--- config.mk ---
export PLATFORM = sky130hd
export DESIGN_NAME = irqc_top
export DESIGN_NICKNAME = d
export VERILOG_FILES = /design/src/rtl/irqc_pkg.sv /design/src/rtl/irqc_capture.sv /design/src/rtl/irqc_enables.sv /design/src/rtl/irqc_prio.sv /design/src/rtl/irqc_top.sv
export SDC_FILE = /design/constraint.sdc
export NUM_CORES = 1
export LEC_CHECK = 0
export BUFFER_PORTS_ARGS = -buffer_cell sky130_fd_sc_hd__buf_2
export CAP_MARGIN = 10
export CORE_MARGIN = 5
export CORE_UTILIZATION = 49
export DETAILED_ROUTE_END_ITERATION = 8
export GPL_ROUTABILITY_DRIVEN = 1
export PLACE_DENSITY_LB_ADDON = 0.12
export SETUP_SLACK_MARGIN = 0.05
export SLEW_MARGIN = 20
export SYNTH_ARGS = -nofsm -noshare
export SYNTH_HDL_FRONTEND = slang
export SYNTH_SLANG_ARGS = --single-unit
export TNS_END_PERCENT = 5
--- constraint.sdc ---
create_clock -name clk -period 3.25 [get_ports clk]
set_clock_uncertainty 0.1 [all_clocks]
set_input_delay 0.8125 -clock clk [delete_from_list [all_inputs] [get_ports clk]]
set_output_delay 0.8125 -clock clk [all_outputs]
set_load 0.03 [all_outputs]
--- src/rtl/irqc_pkg.sv ---
package irqc_pkg;
  localparam int unsigned BUS_W  = 32;
  localparam int unsigned ADDR_W = 3;

  typedef enum logic [ADDR_W-1:0] {
    W_STATUS  = 3'd0,
    W_PENDING = 3'd1,
    W_ENABLE  = 3'd2,
    W_ACK     = 3'd3,
    W_EN_SET  = 3'd4,
    W_EN_CLR  = 3'd5,
    W_VECTOR  = 3'd6,
    W_MASTER  = 3'd7
  } reg_word_e;

  localparam logic [BUS_W-1:0] VEC_NONE = '1;
endpackage

--- src/rtl/irqc_capture.sv ---
module irqc_capture #(
  parameter int unsigned N_INPUTS  = 8,
  parameter logic [31:0] KIND_MASK = 32'h0000_00F0
) (
  input  logic                clk,
  input  logic                rst_n,
  input  logic [N_INPUTS-1:0] req_in,
  input  logic [N_INPUTS-1:0] ack_mask,
  output logic [N_INPUTS-1:0] status_o
);
  logic [N_INPUTS-1:0] hit;
  logic [N_INPUTS-1:0] status_d, status_q;

  for (genvar i = 0; i < N_INPUTS; i++) begin : g_line
    if (KIND_MASK[i]) begin : g_edge
      logic prev_q;
      always_ff @(posedge clk or negedge rst_n) begin
        if (!rst_n) prev_q <= 1'b0;
        else        prev_q <= req_in[i];
      end
      assign hit[i] = req_in[i] & ~prev_q;
    end else begin : g_level
      assign hit[i] = req_in[i];
    end
  end

  // a new capture wins over an acknowledge in the same cycle
  always_comb status_d = (status_q & ~ack_mask) | hit;

  always_ff @(posedge clk or negedge rst_n) begin
    if (!rst_n) status_q <= '0;
    else        status_q <= status_d;
  end

  assign status_o = status_q;
endmodule

--- src/rtl/irqc_enables.sv ---
module irqc_enables #(
  parameter int unsigned N_INPUTS = 8
) (
  input  logic                clk,
  input  logic                rst_n,
  input  logic                load_we,
  input  logic [N_INPUTS-1:0] load_val,
  input  logic [N_INPUTS-1:0] set_mask,
  input  logic [N_INPUTS-1:0] clr_mask,
  input  logic                master_we,
  input  logic [1:0]          master_val,
  output logic [N_INPUTS-1:0] enable_o,
  output logic [1:0]          master_o
);
  logic [N_INPUTS-1:0] en_d, en_q;
  logic                en_ce;
  logic [1:0]          mst_q;

  always_comb begin
    en_ce = load_we | (|set_mask) | (|clr_mask);
    if (load_we) en_d = load_val;
    else         en_d = (en_q | set_mask) & ~clr_mask;
  end

  always_ff @(posedge clk or negedge rst_n) begin
    if (!rst_n)     en_q <= '0;
    else if (en_ce) en_q <= en_d;
  end

  always_ff @(posedge clk or negedge rst_n) begin
    if (!rst_n)         mst_q <= 2'b00;
    else if (master_we) mst_q <= master_val;
  end

  assign enable_o = en_q;
  assign master_o = mst_q;
endmodule

--- src/rtl/irqc_prio.sv ---
module irqc_prio #(
  parameter int unsigned N_INPUTS = 8
) (
  input  logic [N_INPUTS-1:0] pend,
  output logic [31:0]         vector_o,
  output logic                any_o
);
  always_comb begin
    vector_o = irqc_pkg::VEC_NONE;
    for (int i = N_INPUTS - 1; i >= 0; i--) begin
      if (pend[i]) vector_o = i;
    end
    any_o = |pend;
  end
endmodule

--- src/rtl/irqc_top.sv ---
module irqc_top #(
  parameter int unsigned N_INPUTS  = 8,
  parameter logic [31:0] KIND_MASK = 32'h0000_00F0
) (
  input  logic                clk,
  input  logic                rst_n,
  input  logic [2:0]          bus_addr,
  input  logic                bus_wen,
  input  logic [31:0]         bus_wdata,
  input  logic                bus_ren,
  output logic [31:0]         bus_rdata,
  input  logic [N_INPUTS-1:0] irq_in,
  output logic                irq_out
);
  import irqc_pkg::*;

  logic [1:0] rst_sync_q;
  logic       rst_int_n;

  always_ff @(posedge clk or negedge rst_n) begin
    if (!rst_n) rst_sync_q <= 2'b00;
    else        rst_sync_q <= {rst_sync_q[0], 1'b1};
  end
  assign rst_int_n = rst_sync_q[1];

  logic [N_INPUTS-1:0] wr_bits;
  logic [N_INPUTS-1:0] ack_mask, set_mask, clr_mask;
  logic                load_we, master_we;
  reg_word_e           word;

  assign word    = reg_word_e'(bus_addr);
  assign wr_bits = bus_wdata[N_INPUTS-1:0];

  always_comb begin
    ack_mask  = '0;
    set_mask  = '0;
    clr_mask  = '0;
    load_we   = 1'b0;
    master_we = 1'b0;
    if (bus_wen) begin
      unique case (word)
        W_ACK:    ack_mask  = wr_bits;
        W_EN_SET: set_mask  = wr_bits;
        W_EN_CLR: clr_mask  = wr_bits;
        W_ENABLE: load_we   = 1'b1;
        W_MASTER: master_we = 1'b1;
        default:  ;
      endcase
    end
  end

  logic [N_INPUTS-1:0] status, enable, pending;
  logic [1:0]          master;
  logic [31:0]         vector;
  logic                any_pend;

  irqc_capture #(.N_INPUTS(N_INPUTS), .KIND_MASK(KIND_MASK)) i_capture (
    .clk      (clk),
    .rst_n    (rst_int_n),
    .req_in   (irq_in),
    .ack_mask (ack_mask),
    .status_o (status)
  );

  irqc_enables #(.N_INPUTS(N_INPUTS)) i_enables (
    .clk        (clk),
    .rst_n      (rst_int_n),
    .load_we    (load_we),
    .load_val   (wr_bits),
    .set_mask   (set_mask),
    .clr_mask   (clr_mask),
    .master_we  (master_we),
    .master_val (bus_wdata[1:0]),
    .enable_o   (enable),
    .master_o   (master)
  );

  assign pending = status & enable;

  irqc_prio #(.N_INPUTS(N_INPUTS)) i_prio (
    .pend     (pending),
    .vector_o (vector),
    .any_o    (any_pend)
  );

  logic irq_d, irq_q;
  always_comb irq_d = (&master) & any_pend;

  always_ff @(posedge clk or negedge rst_int_n) begin
    if (!rst_int_n) irq_q <= 1'b0;
    else            irq_q <= irq_d;
  end
  assign irq_out = irq_q;

  always_comb begin
    bus_rdata = '0;
    if (bus_ren) begin
      unique case (word)
        W_STATUS:  bus_rdata[N_INPUTS-1:0] = status;
        W_PENDING: bus_rdata[N_INPUTS-1:0] = pending;
        W_ENABLE:  bus_rdata[N_INPUTS-1:0] = enable;
        W_VECTOR:  bus_rdata = vector;
        W_MASTER:  bus_rdata[1:0] = master;
        default:   bus_rdata = '0;
      endcase
    end
  end
endmodule


==> flow_summary.yaml <==
status:
  status: "completed"
setup_path:
  start_kind: "input pin"
  crit_buf_inv: 3
  critPathRequiredTime_ns: 2.34
  crit_path_max_fanout: 24
  cp_common_cell: "buf_2"
  cp.arrival_ns: 2.07
  slowest_stage: "or2_4"
  path_class: "in2out"
  crit_path_max_incr_delay_ns: 0.31
  cp_top_family: "simple AND/OR/NAND/NOR gates"
  regToRegSetupSlack_ns: 1.97
  cp-end-kind: "primary output"
  crit_chain: "buf_2 -> nor2b_1 -> nand3_1 -> or2_4 -> inv_2 -> buf_2"
logic_synthesis:
  synth_xor_xnor_area_share_pct: 0.564
  synth_seq_cells: 25
  synthSimpleGateAreaFrac_pct: 14.7
  post_synth_fa_ha_maj_area_fraction_pct: 0
  syn_nets: 222
  syn_inst: 175
  synth_compound_area_share_pct: 27.2
  synth.distinct_cells: 37
  yosysSeqAreaShare_pct: 40.3
  yosysWarnings: 0
  synth_top_family_by_area: "compound AO/OA/AOI/OAI gates"
  synth.cell_area_um2: 1550
  yosys-mux-area-fraction_pct: 1.45
  syn-mean-instance-area_um2: 8.87
sta:
  tns_ns: 0
  worst_pin_slew_ns: 0.948
  hold_violations: 0
  whs_ns: 0.148
  slew_headroom_pct: 36.8
  post-route-period-util_pct: 91.7
  setup_viol: 0
  rsz0062_at_grt: "no"
  finalCriticalPeriod_ns: 2.98
  drv_slew: 0
  maxClockFrequency_ghz: 0.336
global_route:
  grt_pass1_vias: 1298
  grt.busiest_layer: "met2"
  grt_overflow: 0
  grt_max_degree: 25
  met2_usage_pct: 29.2
  grt_use_met3_pct: 2.04
  grt_pass1_wl_um: 6190
  antenna_found_initial: 0
  grt_util_met1_pct: 24.4
  grt_use_total_pct: 17.9
cts:
  cts-resized-gates: 0
  cts_tree: "done"
  path_clk_slew_ns: 0.13
  cts_buffer_depth: 2
  cts_sinks: 25
  h-tree-depth: 1
  cts_made_buffers: 3
  clk_latency_ns: 0.31
  root_buffer: "clkbuf_4"
  postCtsSetupRepairBufs: 0
  ctsHoldBuffers: 0
place:
  portBuffers: 55
  place.gp.congestion: 0.903
  place_hpwl_um: 2800
  post-place-cells: 247
finish:
  layout_commonest_cell: "buf_2"
  syn2layout_area_growth_pct: 10.4
  seqCellArea_um2: 626
  final_nets: 255
  drive_gt1_share_pct: 34.3
  final_cell_mix: "buf_2 (55), dfrtp_1 (25), nand2_1 (24), a21oi_1 (22), o21ai_1 (13)"
  diodes: 0
  multi_input_area_um2: 686
  nFillCells: 318
  fin_cells: 251
power:
  p_leak_nw: 0.877
  internal-power_uw: 477
  power_density_nw_per_um2: 421
  clock_power_share_pct: 19.2
  power_uw: 721
  vdd_drop_max_uv: 248
  netSwitchingPower_uw: 244
  seqPwrFrac_pct: 55.1
  comb_power_share_pct: 25.7
  swShare_pct: 33.9
floorplan:
  row_count: 20
  coreArea_um2: 3050
  pin_count: 80
  die_y_um: 66.3
  die_area_um2: 4390
  floorplan.initialDensity_pct: 50.9
  fp.dieW_um: 66.3
routing:
  drcViolationCount: 0
  routed_wirelength_um: 3740
  vias: 1436
  drt-vias-per-instance: 5.72
  drt_iter0_drc: 117
  routedWlPerCell_um: 14.9
  ant_nets: 0
  drtPass1Iterations: 4
worst_hold_path:
  hp-class: "in2async"
run:
  maxCapViolCount: 0
power by group through the flow:
stage                     sequential (mW)  combinational [mW]  clock, mW
after floorplan                     0.394               0.131          0
after global placement              0.400               0.180          0
after detailed placement            0.402               0.185          0
after CTS                           0.396               0.186      0.143
after global routing                0.405               0.206      0.153
final                               0.398               0.185      0.138
registers in the layout (all words and copies together) (netlist names):
register / count
i_enables.master_o: 2
i_capture.g_line.g_edge.prev_q: 4
i_capture.status_o: 8
i_enables.enable_o: 8
irq_out: 1
rst_sync_q: 2
cells in the mapped netlist (all sizes together):
master / instances / area (um^2)
buf: 29 / 211
a22o: 4 / 35.0
and3: 4 / 25.0
o2111a: 2 / 22.5
dfrtp: 25 / 626
o2bb2ai: 1 / 8.76
and3b: 2 / 17.5
a32oi: 1 / 8.76
nand4: 2 / 12.5
nor3b: 1 / 18.8
and4: 1 / 8.76
mux2: 2 / 22.5
nand3: 2 / 10.0
o21ai: 18 / 90.1
nor2b: 2 / 12.5
o21bai: 1 / 7.51
or2: 1 / 8.76
a31o: 2 / 17.5
o21a: 1 / 7.51
a31oi: 1 / 6.26
a22oi: 4 / 30.0
a21oi: 22 / 110
o22ai: 1 / 6.26
xor2: 1 / 8.76
o211ai: 1 / 7.51
conb: 1 / 3.75
a2bb2oi: 4 / 35.0
a21o: 4 / 30.0
nand2b: 1 / 6.26
nand2: 26 / 108
inv: 8 / 30.0
final timing paths:
check,from,end,cells after the start
hold reg to reg,rst_sync_q[0],rst_sync_q[1],0
hold / removal,rst_n,rst_sync_q[0],1
min in group clk,rst_sync_q[0],rst_sync_q[1],0
setup / recovery,bus_addr[0],bus_rdata[21],6
setup reg to reg,i_enables.enable_o[1],irq_out,3
max in group asynchronous,rst_sync_q[1],i_enables.enable_o[6],0
per-layer routing:
| layer | up-vias | share of wire [%] | wire, um |
|---|---|---|---|
| met2 | 72 | 46 | 1710 |
| li1 | 666 | - | - |
| met1 | 692 | 43 | 1620 |
| met3 | 6 | 9.8 | 365 |
| met5 | - | 0 | 0 |
| met4 | 0 | 1.0 | 39 |
area by class of cell:
| cell class | instances | share of cell area, % |
|---|---|---|
| clock buffers | 3 | 1.31 |
| clock inverters | 1 | 0.292 |
| inverters | 8 | 1.75 |
| multi-input cells | 113 | 40.0 |
| flip-flops and latches | 25 | 36.5 |
| well taps | 44 | 3.21 |
| repair buffers | 57 | 16.9 |
cells by family after synthesis:
kind of cell / Yosys count
AO/OA/AOI/OAI: 67
AND/OR/NAND/NOR: 42
buffers and inverters: 37
flip-flops: 25
multiplexers: 2
XOR/XNOR: 1
other: 1
through the flow:
stage	worst slack [ns]	util [%]	cell area, um^2
6_report	0.270	56.1	1710
5_1_grt	0.168	56.1	1710
4_1_cts	0.273	56.1	1710
3_5_place_dp	0.282	55.2	1690
3_3_place_gp	0.308	55.2	1690
2_1_floorplan	0.359	-	1550
Note: power is estimated with default switching activity, not from simulation.
